$ cat config.mk
export PLATFORM = sky130hd
export DESIGN_NAME = lnk_sta_clamp
export DESIGN_NICKNAME = d
export VERILOG_FILES = /design/src/rtl/lsc_pkg.sv /design/src/rtl/lsc_field_clamp.sv /design/src/rtl/lnk_sta_clamp.sv
export SDC_FILE = /design/constraint.sdc
export NUM_CORES = 1
export LEC_CHECK = 0
export BUFFER_PORTS_ARGS = -buffer_cell sky130_fd_sc_hd__buf_2
export CAP_MARGIN = 20
export CORE_MARGIN = 5
export CORE_UTILIZATION = 32
export DETAILED_ROUTE_END_ITERATION = 10
export GPL_TIMING_DRIVEN = 0
export PLACE_DENSITY = 0.76
export SYNTH_ARGS = -nofsm -noshare
export SYNTH_HDL_FRONTEND = slang
export SYNTH_SLANG_ARGS = --single-unit
$ cat constraint.sdc
create_clock -name clk -period 0.8 [get_ports clk]
set_input_delay 0.16 -clock clk [delete_from_list [all_inputs] [get_ports clk]]
set_output_delay 0.16 -clock clk [all_outputs]
set_load 0.01 [all_outputs]
$ cat src/rtl/lsc_pkg.sv
package lsc_pkg;
    parameter int WID_BITS  = 6;
    parameter int SPD_BITS  = 4;
    parameter int WID_LSB   = 4;
    parameter int SPD_LSB   = 0;
    parameter int WID_X1    = 1;
    parameter int SPD_GEN1  = 1;

    typedef struct packed {
        logic [WID_BITS-1:0] wid;
        logic [SPD_BITS-1:0] spd;
    } lnk_fields_t;
endpackage

$ cat src/rtl/lsc_field_clamp.sv
module lsc_field_clamp #(
    parameter int FW   = 4,
    parameter int DFLT = 1
) (
    input  logic          dn_ok_i,
    input  logic [FW-1:0] cap_i,
    input  logic [FW-1:0] dn_i,
    output logic [FW-1:0] fld_o
);
    localparam logic [FW-1:0] DFLT_V = FW'(DFLT);

    always_comb begin
        if (!dn_ok_i)
            fld_o = cap_i;
        else if (dn_i > cap_i)
            fld_o = cap_i;
        else if (dn_i == '0)
            fld_o = DFLT_V;
        else
            fld_o = dn_i;
    end
endmodule

$ cat src/rtl/lnk_sta_clamp.sv
module lnk_sta_clamp
    import lsc_pkg::*;
#(
    parameter int CAP_W = 32,
    parameter int STA_W = 16
) (
    input  logic                clk,
    input  logic                rst_n,
    input  logic                sync_i,
    input  logic [CAP_W-1:0]    port_cap_i,
    input  logic [STA_W-1:0]    port_sta_i,
    input  logic                dn_valid_i,
    input  logic [STA_W-1:0]    dn_sta_i,
    output logic [STA_W-1:0]    sta_o,
    output logic [WID_BITS-1:0] width_o,
    output logic [SPD_BITS-1:0] speed_o
);
    localparam int FLD_TOP = WID_LSB + WID_BITS;

    lnk_fields_t cap_f, dn_f, clamp_f;
    lnk_fields_t fld_d, fld_q;

    assign cap_f.wid = port_cap_i[WID_LSB +: WID_BITS];
    assign cap_f.spd = port_cap_i[SPD_LSB +: SPD_BITS];
    assign dn_f.wid  = dn_sta_i[WID_LSB +: WID_BITS];
    assign dn_f.spd  = dn_sta_i[SPD_LSB +: SPD_BITS];

    lsc_field_clamp #(.FW(WID_BITS), .DFLT(WID_X1)) u_wid (
        .dn_ok_i (dn_valid_i),
        .cap_i   (cap_f.wid),
        .dn_i    (dn_f.wid),
        .fld_o   (clamp_f.wid)
    );

    lsc_field_clamp #(.FW(SPD_BITS), .DFLT(SPD_GEN1)) u_spd (
        .dn_ok_i (dn_valid_i),
        .cap_i   (cap_f.spd),
        .dn_i    (dn_f.spd),
        .fld_o   (clamp_f.spd)
    );

    always_comb begin
        fld_d = fld_q;
        if (sync_i)
            fld_d = clamp_f;
    end

    always_ff @(posedge clk or negedge rst_n) begin
        if (!rst_n) begin
            fld_q.wid <= WID_BITS'(WID_X1);
            fld_q.spd <= SPD_BITS'(SPD_GEN1);
        end else begin
            fld_q <= fld_d;
        end
    end

    assign width_o = fld_q.wid;
    assign speed_o = fld_q.spd;

    always_comb begin
        sta_o = port_sta_i;
        sta_o[WID_LSB +: WID_BITS] = fld_q.wid;
        sta_o[SPD_LSB +: SPD_BITS] = fld_q.spd;
    end


    hold_no_sync_chk: assert property (@(posedge clk) disable iff (!rst_n)
        !sync_i |=> ($stable(width_o) && $stable(speed_o)));


    no_dev_copy_chk: assert property (@(posedge clk) disable iff (!rst_n)
        (sync_i && !dn_valid_i) |=>
        (width_o == $past(port_cap_i[WID_LSB +: WID_BITS]) &&
         speed_o == $past(port_cap_i[SPD_LSB +: SPD_BITS])));


    wid_cap_bound_chk: assert property (@(posedge clk) disable iff (!rst_n)
        (sync_i && dn_valid_i && port_cap_i[WID_LSB +: WID_BITS] != '0) |=>
        (width_o <= $past(port_cap_i[WID_LSB +: WID_BITS])));


    spd_cap_bound_chk: assert property (@(posedge clk) disable iff (!rst_n)
        (sync_i && dn_valid_i && port_cap_i[SPD_LSB +: SPD_BITS] != '0) |=>
        (speed_o <= $past(port_cap_i[SPD_LSB +: SPD_BITS])));


    wid_zero_dflt_chk: assert property (@(posedge clk) disable iff (!rst_n)
        (sync_i && dn_valid_i && dn_sta_i[WID_LSB +: WID_BITS] == '0) |=>
        (width_o == WID_BITS'(WID_X1)));


    spd_zero_dflt_chk: assert property (@(posedge clk) disable iff (!rst_n)
        (sync_i && dn_valid_i && dn_sta_i[SPD_LSB +: SPD_BITS] == '0) |=>
        (speed_o == SPD_BITS'(SPD_GEN1)));


    upper_pass_chk: assert property (@(posedge clk) disable iff (!rst_n)
        sta_o[STA_W-1:FLD_TOP] == port_sta_i[STA_W-1:FLD_TOP]);
endmodule

# [Yosys cells after proc, flatten, opt, wreduce, memory -nomap -nowiden]
# Index checks and enable logic that the tools add are counted.
[word_totals] word_cells=12 input_bits=68 regBits=10 output_inout_bits=26
[op_classes] n_lt_le_gt_ge=2 muxes=6 n_reduce_logical=2
[ops] operator="$mux 6" count=3
[ops] operator="$mux 4" count=3
[ops] operator="$gt 6x6->1" count=1
[ops] operator="$logic_not 6->1" count=1
[ops] operator="$gt 4x4->1" count=1
[ops] operator="$logic_not 4->1" count=1

# [Longest topological paths before layout]
# Gate-level depths: netlist of run 1.
[logic_depth] ltp_word=4 mapped_depth=7 mapped_depth_nobuf=7

# [Modules after synthesis]
# A second synthesis of run 1 with hierarchy kept.
[hier_totals] cells_unflattened=86 area_unflattened_um2=958.4
[modules_own_cells] mod="lnk_sta_clamp" area_each_um2=534.3 seq_area_each_um2=252.7 cells_per_inst=37 instances=1
[modules_own_cells] mod="lsc_field_clamp (u_wid)" area_each_um2=249.0 seq_area_each_um2=0.0 cells_per_inst=30 instances=1
[modules_own_cells] mod="lsc_field_clamp (u_spd)" area_each_um2=175.2 seq_area_each_um2=0.0 cells_per_inst=19 instances=1

# [Least setup slack after synthesis of run 1]
# Ideal clock, no wire load.
[synth_path] path_type="input -> register" from="in port_cap_i[5]" to="reg fld_q (netlist bit width_o[1])" setup_slack_ps=-656 stages=7 arrival_ps=1330 t_required_ps=674 setup_time_ps=126 path_cell_list="inv_1 -> ha_1 -> nor2b_4 -> o21a_4 -> o31a_1 -> o21ai_0 -> a21oi_1"
[synth_between] elab_chain_cells=3
[synth_lines] item="start, declared" line_no="lnk_sta_clamp.sv:10" text="input logic [CAP_W-1:0] port_cap_i,"
[synth_lines] item="$gt 6x6->1" line_no="lsc_field_clamp.sv:15" text="else if (dn_i > cap_i)"
[synth_lines] item="$mux 6" line_no="lsc_field_clamp.sv:15"
[synth_lines] item="$mux 6 *" line_no="lsc_field_clamp.sv:13" text="if (!dn_ok_i)"
[synth_lines] item="end signal, assigned" line_no="lnk_sta_clamp.sv:53" text="fld_q <= fld_d;"
[synth_lines] item="end, declared" line_no="lnk_sta_clamp.sv:21" text="lnk_fields_t fld_d, fld_q;"
# Mark *: on every way between the ends. The rest lies on a longest branch, timed or not.
# A chain may end at the register's enable or synchronous reset.

# [Worst setup path after layout of run 1]
[layout_path] from="in port_cap_i[5]" to="reg fld_q (netlist bit width_o[5])"
[layout_between] elab_chain_cells=3
[layout_lines] item="$gt 6x6->1" line_no="lsc_field_clamp.sv:15"
[layout_lines] item="$mux 6" line_no="lsc_field_clamp.sv:15"
[layout_lines] item="$mux 6" line_no="lsc_field_clamp.sv:13"
# Every way passes these cells.

==> results of run 1 <==
-- power breakdown --
part	switching [mW]	leakage (nW)	total (mW)	internal, mW
sequential	0.0678	0.111	0.651	0.583
combinational	0.503	0.686	1.24	0.735
clock	0.177	0.0210	0.454	0.277
-- worst min-delay path: stages --
cell and delay (ns):
buf_8 0.10, o21ai_2 0.05, a31oi_1 0.07
-- layer usage --
layer  up-vias  routed length, um  share of wire [%]
met1       487               1060                 35
met2        58               1670                 55
met4         0                 89                2.9
li1        508                  -                  -
met3         9                217                7.1
met5         -                  0                  0
-- kinds of logic (layout without fill, tap and decap cells) --
family          count (synthesis)  after routing  share of synthesized area [%]
flops                          10             10                           27.6
simple gates                   22             22                           12.7
fa+ha+maj                      10             10                           13.7
compound gates                 37             37                           26.9
buf+inv                        30             96                           19.0
-- registers in the layout, indices dropped and copies added, names as in the netlist --
| name | count |
|---|---|
| width_o | 6 |
| speed_o | 4 |
-- final timing paths --
check                                         end  cells past startpoint
max                        width_o[5]$_DFFE_PN0P_                      8
min                        speed_o[3]$_DFFE_PN0P_                      3
max reg2reg                speed_o[2]$_DFFE_PN0P_                      4
min reg2reg                speed_o[1]$_DFFE_PN0P_                      2
max in group asynchronous  width_o[0]$_DFFE_PN1P_                      2
min in group asynchronous  width_o[4]$_DFFE_PN0P_                      2
-- timing repair --
item                                   in CTS  in global routing
resized for setup                          52                 15
buffers inserted                            9                  3
pin swaps                                  17                 13
setup endpoints to repair                  30                 30
gates cloned                                0                  0
endpoints found under the hold margin      10                  0
hold buffers                                1                  0
-- layout make-up --
class,count,area (um^2)
fillers,201,997
flip-flops and latches,10,253
clock buffers,4,36.3
multi-input cells,69,646
repair buffers,62,553
inverters,12,67.6
well taps,31,38.8
plain buffers,18,166
-- cells in the final DEF, fill, tap and decap left out, types with 7 or more instances in the layout --
| cell | count |
|---|---|
| a21oi_1 | 7 |
| a31oi_1 | 8 |
| buf_2 | 21 |
| buf_4 | 18 |
| buf_6 | 32 |
| buf_8 | 7 |
| dfrtp_1 | 8 |
| ha_4 | 8 |
| nor2_1 | 9 |
| o21ai_1 | 8 |
-- metrics by stage --
stage          instances  hold WS, ns  setup slack [ns]  power [mW]  TNS, ns
2_1_floorplan        109       -0.136            -0.556        1.18    -4.74
3_3_place_gp         189       0.0214            -0.776        1.48    -7.15
3_5_place_dp         189       0.0257            -0.787        1.51    -7.49
4_1_cts              203        0.151            -0.456        2.25    -8.65
5_1_grt              206        0.155            -0.553        2.47   -10.00
6_report             206        0.154            -0.484        2.34    -9.00
==> run summary, run 1 <==
Status: finished, violations left
Failing checks: setup timing
Final worst slack: -0.484 ns
EDFF count, synth: 0
Synth top area share: 21.9%
Core ar.: 2760 um^2
Delay-heaviest family, CP: compound AO/OA/AOI/OAI gates
Register area share after synthesis: 27.6%
DR WL/cell: 14.8 um
Crit share post-route: 160%
Final Skew: 0 ns
Count of different cell masters after synthesis: 29
Clock tree buffer depth: 2
Final number of max-transition violations: 0
Synth top cells by count: buf_4 (16), inv_1 (12), ha_1 (10), o21ai_0 (10)
Met3 Usage GRT: 2.66%
Vias in the first global route: 1091
Port bufs: 49
Root buffer cell: clkbuf_4
H-Tree Level Count: 1
Max cap viols: 0
Pwr/cell area: 1330 nW/um^2
Die area: 4030 um^2
Post-Syn Area per Cell: 8.39 um^2
RSZ-0062 raised after global routing: yes
TritonCTS clock tree: done
M1 GR Usage: 14.2%
Initial Util: 33.2%
Synth Flop Type: dfrtp_1
Reg2reg setup slack: -0.13 ns
Placed inst area: 1350 um^2
Synth area leaders: dfrtp_1 (22%), ha_1 (14%), buf_4 (13%), dfstp_2 (5.7%), a31oi_1 (5.5%)
Worst-Skew Late Latency: 0.27 ns
Cell area after layout: 1760 um^2
Vias/cell: 5.16
Wire length of the first global-routing pass: 4.73 mm
Ports: 94
Post-route ant nets: 0
Chip Height: 63.5 um
CP Buf/Inv Count: 2
Slew at the pin closest to its max-slew limit: 0.393 ns
Crit end category: flop
Synthesized net count: 187
Crit path max fanout: 6
GR Layer Usage met2: 27.0%
Fraction of layout cells with a size suffix above 1: 64.6%
Gpl congestion: 0.827
# rows: 19
Largest net degree at the start of global routing: 11
Critical path, cell by cell: buf_8 -> inv_6 -> ha_4 -> nor2b_4 -> o21a_4 -> o31a_1 -> o21ai_1 -> a21oi_1
Post-layout util: 63.8%
CP Class: input pin to flop
Most frequent cell after synthesis: buf_4
Max Fclk: 0.779 GHz
Ys Warns: 0
Grt peak-use layer: met2
Final Net Count: 254
Shortest period the worst path allows: 1.28 ns
Diode count: 0
R2r startpoint: speed_o[2]$_DFFE_PN0P_
Gr usage total: 14.4%
CP required: 0.96 ns
Drt first pass iters: 4
Reg clk slew, reported paths: 0.06 ns
Final setup viols: 30
Critical Path Start: port_cap_i[5]
Worst Setup Start Kind: input pin
CTS Sinks: 10
Final hold vios: 0
#FFs+latches synth: 10
Worst Hold Class: input pin to flop
Peak VDD IR: 1.10 mV
Iter 0 DRT Violations: 41
Initial antenna violation count: 0
Slew HR: 73.8%
Overflow after GRT: 0
Vias: 1062
DRC violations left: 0
Cell count after synthesis: 109
Max incr delay on CP: 0.38 ns
Die width: 63.5 um
Area Growth Syn to Fin: 92.5%
Largest area contributor in the netlist: dfrtp_1
Slowest-stage cell, CP: o31a_1
Arrival time at the worst endpoint: 1.44 ns
Cell area after synthesis: 915 um^2
Ys async rst share: 100%
Static leakage: 0.819 nW
Final WL: 3.04 mm
Hold Crit Start: port_cap_i[3]
Num CTS Buffers: 3
Post-DP HPWL: 2.25 mm
No activity file was read; power rests on OpenSTA's default activity.
==> inputs of run 2 (changes only) <==
Settings changed: CORE_UTILIZATION 32 to 35, PLACE_DENSITY 0.76 to 0.79, RECOVER_POWER set to 100.
Clock period 0.8 ns to 1.2 ns, I/O delays scaled along.
==> run summary, run 2 (synthesis results as in run 1) <==
Max reg flops: 6 (unchanged)
Reg clk slew, reported paths: 0.06 ns (about the same)
DR WL/cell: 13.3 um (-9.8%)
Core ar.: 2500 um^2 (-9.3%)
Final number of max-transition violations: 0 (unchanged)
Hold path cells: 3 (unchanged)
Crit path max fanout: 6 (unchanged)
Root buffer cell: clkbuf_4
Vias in the first global route: 1022 (-6.3%)
Crit end category: flop
M1 GR Usage: 18.4% (+4.1 points)
Reg2reg setup slack: 0.42 ns (+0.55 ns)
Slew at the pin closest to its max-slew limit: 0.495 ns (+0.102 ns)
Final Net Count: 245 (-3.5%)
RSZ-0062 raised after global routing: yes
Final Power: 1.31 mW (-44%)
RR Endpoint: width_o[2]$_DFFE_PN0P_
R2r startpoint: width_o[2]$_DFFE_PN0P_
DRC violations left: 0 (unchanged)
Largest net degree at the start of global routing: 11 (unchanged)
Largest Register: width_o
Post-DP HPWL: 2.18 mm (-3.1%)
CTS Sinks: 10 (unchanged)
Area Growth Syn to Fin: 69.2%
Gr usage total: 14.8% (+0.41 points)
Static leakage: 0.692 nW (-15%)
Worst Setup Start Kind: input pin
Gpl congestion: 0.851 (+2.9%)
Arrival time at the worst endpoint: 1.50 ns (+0.06 ns)
Num CTS Buffers: 3 (unchanged)
Max Fclk: 0.731 GHz
# fillers: 195 (-3.0%)
Most common cell after layout, fill and taps aside: buf_6
Worst Hold Class: input pin to flop
Initial antenna violation count: 0 (unchanged)
Final Instance Count excl. Fillers: 196 (-4.9%)
CP Class: input pin to flop
Registers with the most flip-flops: width_o (6), speed_o (4)
Iter 0 DRT Violations: 34 (-17%)
Final hold vios: 0 (unchanged)
Depth of the most critical reg-to-reg path: 3 (-1)
Final worst slack: -0.169 ns (+0.315 ns)
Peak VDD IR: 0.481 mV (-56%)
WHS: 0.219 ns (+0.0651 ns)
Port bufs: 49 (unchanged)
H-Tree Level Count: 1 (unchanged)
Most frequent cells in the layout: buf_6 (20), clkbuf_1 (17), buf_4 (16)
GR Layer Usage met2: 26.1% (-0.90 points)
Pwr/cell area: 847 nW/um^2 (-36%)
Final WL: 2.61 mm (-14%)
Initial Util: 36.6% (+3.4 points)
Vias/cell: 5.07 (-1.6%)
Status: finished, violations left
Fraction of layout cells with a size suffix above 1: 52.4% (-12 points)
Final setup viols: 10 (-67%)
Slew HR: 67.0% (-6.8 points)
Vias: 994 (-6.4%)
Overflow after GRT: 0 (unchanged)
Ports: 94 (unchanged)
Hold endpoint: width_o[2]$_DFFE_PN0P_
Die area: 3740 um^2 (-7.2%)
TritonCTS clock tree: done
DP Worst Slack: -0.469 ns (+0.319 ns)
Final Skew: 0 ns (unchanged)
Drt first pass iters: 4 (unchanged)
Die width: 61.1 um (-3.7%)
Crit share post-route: 114%
Met3 Usage GRT: 1.47% (-1.2 points)
Shortest period the worst path allows: 1.37 ns
Post-route ant nets: 0 (unchanged)
Hold Crit Start: port_cap_i[6]
Failing checks: setup timing
Diode count: 0 (unchanged)
Chip Height: 61.1 um (-3.7%)
Worst-Skew Late Latency: 0.24 ns (-0.03 ns)
# rows: 18 (-1)
Wire length of the first global-routing pass: 4.29 mm (-9.2%)
CP required: 1.33 ns (+0.37 ns)
Clock tree buffer depth: 2 (unchanged)
Dpl cells: 188 (-0.53%)
Max cap viols: 0 (unchanged)
Critical Path Start: port_cap_i[5]
Grt peak-use layer: met2
## run 2: timing repair
item | CTS | global route
setup buffers | 1 | 2
hold buffers | 1 | 0
resized for setup | 21 | 23
setup endpoints to repair | 12 | 15
pin swaps | 17 | 12
hold endpoints to repair | 8 | 0
## run 2: area by class of cell
cell class	instances	area, um^2	share of cell area [%]
multi-input cells	69	641	41.4
inverters	12	62.6	4.04
well taps	30	37.5	2.43
repair buffers	53	392	25.3
plain buffers	18	136	8.81
clock buffers	4	26.3	1.70
flip-flops and latches	10	253	16.3
## run 2: worst max path at each step
stage | cells past startpoint | to | slack [ns]
after floorplan | 6 | width_o[1]$_DFFE_PN0P_ | -0.24
after global placement | 8 | width_o[1]$_DFFE_PN0P_ | -0.45
after detailed placement | 7 | width_o[1]$_DFFE_PN0P_ | -0.47
after CTS | 8 | width_o[3]$_DFFE_PN0P_ | -0.16
after global routing | 8 | width_o[2]$_DFFE_PN0P_ | -0.22
final | 8 | width_o[3]$_DFFE_PN0P_ | -0.17
## run 2: report_power, final
group	switching [mW]	internal (mW)
Combinational	0.302	0.357
Clock	0.0954	0.127
Sequential	0.0408	0.389
Total	0.438	0.873
## run 2: metrics by stage
stage / setup TNS [ns] / cell area, um^2 / utilization, %
floorplan: -1.52 / 1050 / -
global placement: -3.66 / 1340 / 53.5
detailed placement: -4.01 / 1340 / 53.5
CTS: -0.978 / 1460 / 58.4
global route: -1.54 / 1550 / 61.9
finish: -1.04 / 1550 / 61.9
## run 2: critical path: stages
cell and delay (ns):
buf_8 0.10, inv_6 0.04, ha_4 0.19, nor2b_4 0.12
o21a_4 0.20, o31a_1 0.36, o21ai_1 0.15, a21oi_1 0.08
## run 2: metal layers
metal | share of wire, % | vias to the layer above
li1 | - | 488
met2 | 50 | 47
met5 | 0 | -
met1 | 41 | 455
met3 | 7.4 | 4
met4 | 1.6 | 0
==> inputs of run 3 (changes only) <==
Settings changed: CORE_UTILIZATION 35 to 36, SETUP_SLACK_MARGIN set to 0.5, SYNTH_HIERARCHICAL set to 1.
==> run summary, run 3 <==
Synthesized net count: 164 (-12%)
Largest net degree at the start of global routing: 11 (unchanged)
Synth area leaders: dfrtp_1 (21%), mux2_4 (16%), ha_1 (13%), buf_4 (13%), mux2_1 (12%)
Critical path, cell by cell: buf_8 -> ha_4 -> nand4_1 -> inv_1 -> nand3_2 -> a21boi_4 -> buf_12 -> mux2_4 -> mux2_4
Wire length of the first global-routing pass: 4.06 mm (-5.3%)
Static leakage: 0.851 nW (+23%)
TritonCTS clock tree: done
Synth Flop Type: dfrtp_1
Final Power: 1.61 mW (+22%)
Max reg flops: 6 (unchanged)
Final setup viols: 12 (+2)
Max cap viols: 0 (unchanged)
Gr usage total: 14.7% (-0.13 points)
Failing checks: setup timing
Initial Util: 38.0% (+1.4 points)
Post-route ant nets: 0 (unchanged)
Die width: 61.6 um (+0.78%)
DR WL/cell: 14.7 um (+11%)
Worst Setup Start Kind: input pin
CP Buf/Inv Count: 3 (+1)
Gpl congestion: 0.740 (-13%)
Vias/cell: 4.67 (-7.9%)
Largest area contributor in the netlist: dfrtp_1
Diode count: 0 (unchanged)
CP most frequent cell: mux2_4
Worst-Skew Late Latency: 0.26 ns (+0.02 ns)
WHS: 0.334 ns (+0.115 ns)
Most frequent cell after synthesis: buf_4
Iter 0 DRT Violations: 6 (-82%)
EDFF count, synth: 0 (unchanged)
Max incr delay on CP: 0.30 ns (-0.06 ns)
Registers with the most flip-flops: width_o (6), speed_o (4)
Post-DP HPWL: 2.03 mm (-6.8%)
Peak VDD IR: 0.839 mV (+74%)
CP required: 1.34 ns (about the same)
Pwr/cell area: 911 nW/um^2 (+7.6%)
CTS Sinks: 10 (unchanged)
Clock tree buffer depth: 2 (unchanged)
Most common cell after layout, fill and taps aside: buf_6
Post-Syn Area per Cell: 11.1 um^2 (+33%)
Die area: 3790 um^2 (+1.6%)
Shortest period the worst path allows: 1.65 ns (+0.283 ns)
Cell area after synthesis: 958 um^2 (+4.8%)
Slowest-stage cell, CP: mux2_4
Slew at the pin closest to its max-slew limit: 0.522 ns (+0.0275 ns)
Final hold vios: 0 (unchanged)
Initial antenna violation count: 0 (unchanged)
Delay-heaviest family, CP: multiplexers
Vias in the first global route: 935 (-8.5%)
Chip Height: 61.6 um (+0.78%)
Core ar.: 2520 um^2 (+0.90%)
RSZ-0062 raised after global routing: yes
Crit share post-route: 138% (+24 points)
Crit path max fanout: 6 (unchanged)
# fillers: 206 (+5.6%)
CP Class: input pin to flop
Crit end category: flop
#FFs+latches synth: 10 (unchanged)
Synth top cells by count: buf_4 (16), inv_1 (12), ha_1 (10), mux2_1 (10), mux2_4 (10)
Dpl cells: 164 (-13%)
Setup TNS: -3.75 ns (-2.71 ns)
Ys Warns: 6 (+6)
Drt first pass iters: 3 (-1)
Port bufs: 48 (-2.0%)
Vias: 850 (-14%)
Max Fclk: 0.606 GHz (-17%)
# rows: 18 (unchanged)
Final Instance Count excl. Fillers: 182 (-7.1%)
Final Net Count: 231 (-5.7%)
DRC violations left: 0 (unchanged)
Reg clk slew, reported paths: 0.07 ns (about the same)
Count of different cell masters after synthesis: 21 (-28%)
Final worst slack: -0.451 ns (-0.283 ns)
Most frequent cells in the layout: buf_6 (30), mux2_4 (19), clkbuf_1 (15)
Largest Register: width_o
Fraction of layout cells with a size suffix above 1: 74.3% (+22 points)
Final Skew: 0 ns (unchanged)
Slew HR: 65.2% (-1.8 points)
Overflow after GRT: 0 (unchanged)
Synth top area share: 20.9% (-1.0 points)
Root buffer cell: clkbuf_4
Ports: 94 (unchanged)
Final number of max-transition violations: 0 (unchanged)
Worst Hold Class: input pin to flop
Register area share after synthesis: 26.4% (-1.3 points)
Num CTS Buffers: 3 (unchanged)
Ys async rst share: 100% (unchanged)
Status: finished, violations left
Arrival time at the worst endpoint: 1.80 ns (+0.30 ns)
Area Growth Syn to Fin: 83.8%
Final WL: 2.68 mm (+2.7%)
Cell count after synthesis: 86 (-21%)
H-Tree Level Count: 1 (unchanged)
-- run 3: stage by stage --
step	area (um^2)	util [%]	setup slack [ns]
6_report	1760	69.8	-0.451
3_5_place_dp	1450	57.3	-0.823
3_3_place_gp	1450	57.3	-0.802
4_1_cts	1800	71.2	-0.409
5_1_grt	1760	69.8	-0.510
2_1_floorplan	1170	-	-0.543
-- run 3: path summary, 6_finish.rpt --
kind	from	endpoint	slack (ns)	cells past startpoint
worst max register to register	speed_o[3]$_DFFE_PN0P_	speed_o[3]$_DFFE_PN0P_	0.19	3
max in group asynchronous	rst_n	speed_o[0]$_DFFE_PN1P_	0.38	2
min in group asynchronous	rst_n	speed_o[2]$_DFFE_PN0P_	0.46	2
worst max-delay path	dn_sta_i[9]	width_o[4]$_DFFE_PN0P_	-0.45	9
worst min-delay path	port_cap_i[3]	speed_o[3]$_DFFE_PN0P_	0.33	3
worst min register to register	width_o[5]$_DFFE_PN0P_	width_o[5]$_DFFE_PN0P_	0.54	1
-- run 3: final cells by class --
class	instances	area (um^2)	share of cell area, %
Clock buffer	4	36.3	2.06
Timing Repair Buffer	62	513	29.1
Sequential cell	10	253	14.3
Tap cell	30	37.5	2.13
Buffer	17	161	9.16
Multi-Input combinational cell	47	698	39.6
Inverter	12	62.6	3.55
-- run 3: power by group --
part           internal (mW)  switching, mW
registers              0.396         0.0439
logic                  0.552          0.314
clock network          0.184          0.116
total                   1.13          0.474
-- run 3: worst reg2reg max path: stages, from the launching register on --
cell,delay [ns]
dfrtp_1,0.39
buf_4,0.14
buf_4,0.12
mux2_4,0.25
-- run 3: cell families after synthesis --
family | count (synthesis) | share of synthesized area (%)
simple gates | 7 | 5.22
buf+inv | 29 | 18.4
compound gates | 10 | 9.53
mux | 20 | 27.4
flops | 10 | 26.4
fa+ha+maj | 10 | 13.1
-- run 3: routing by layer --
metal | share of wire [%] | track usage (%)
met5 | 0 | 0
met4 | 0 | 2.73
met3 | 7.5 | 2.73
met2 | 59 | 30.0
met1 | 33 | 15.3
-- run 3: what timing repair did --
action | CTS | global route
resized for setup | 44 | 11
setup endpoints to repair | 36 | 35
hold endpoints to repair | 8 | 0
buffers inserted | 11 | 2
hold buffers | 1 | 0
pin swaps | 9 | 4
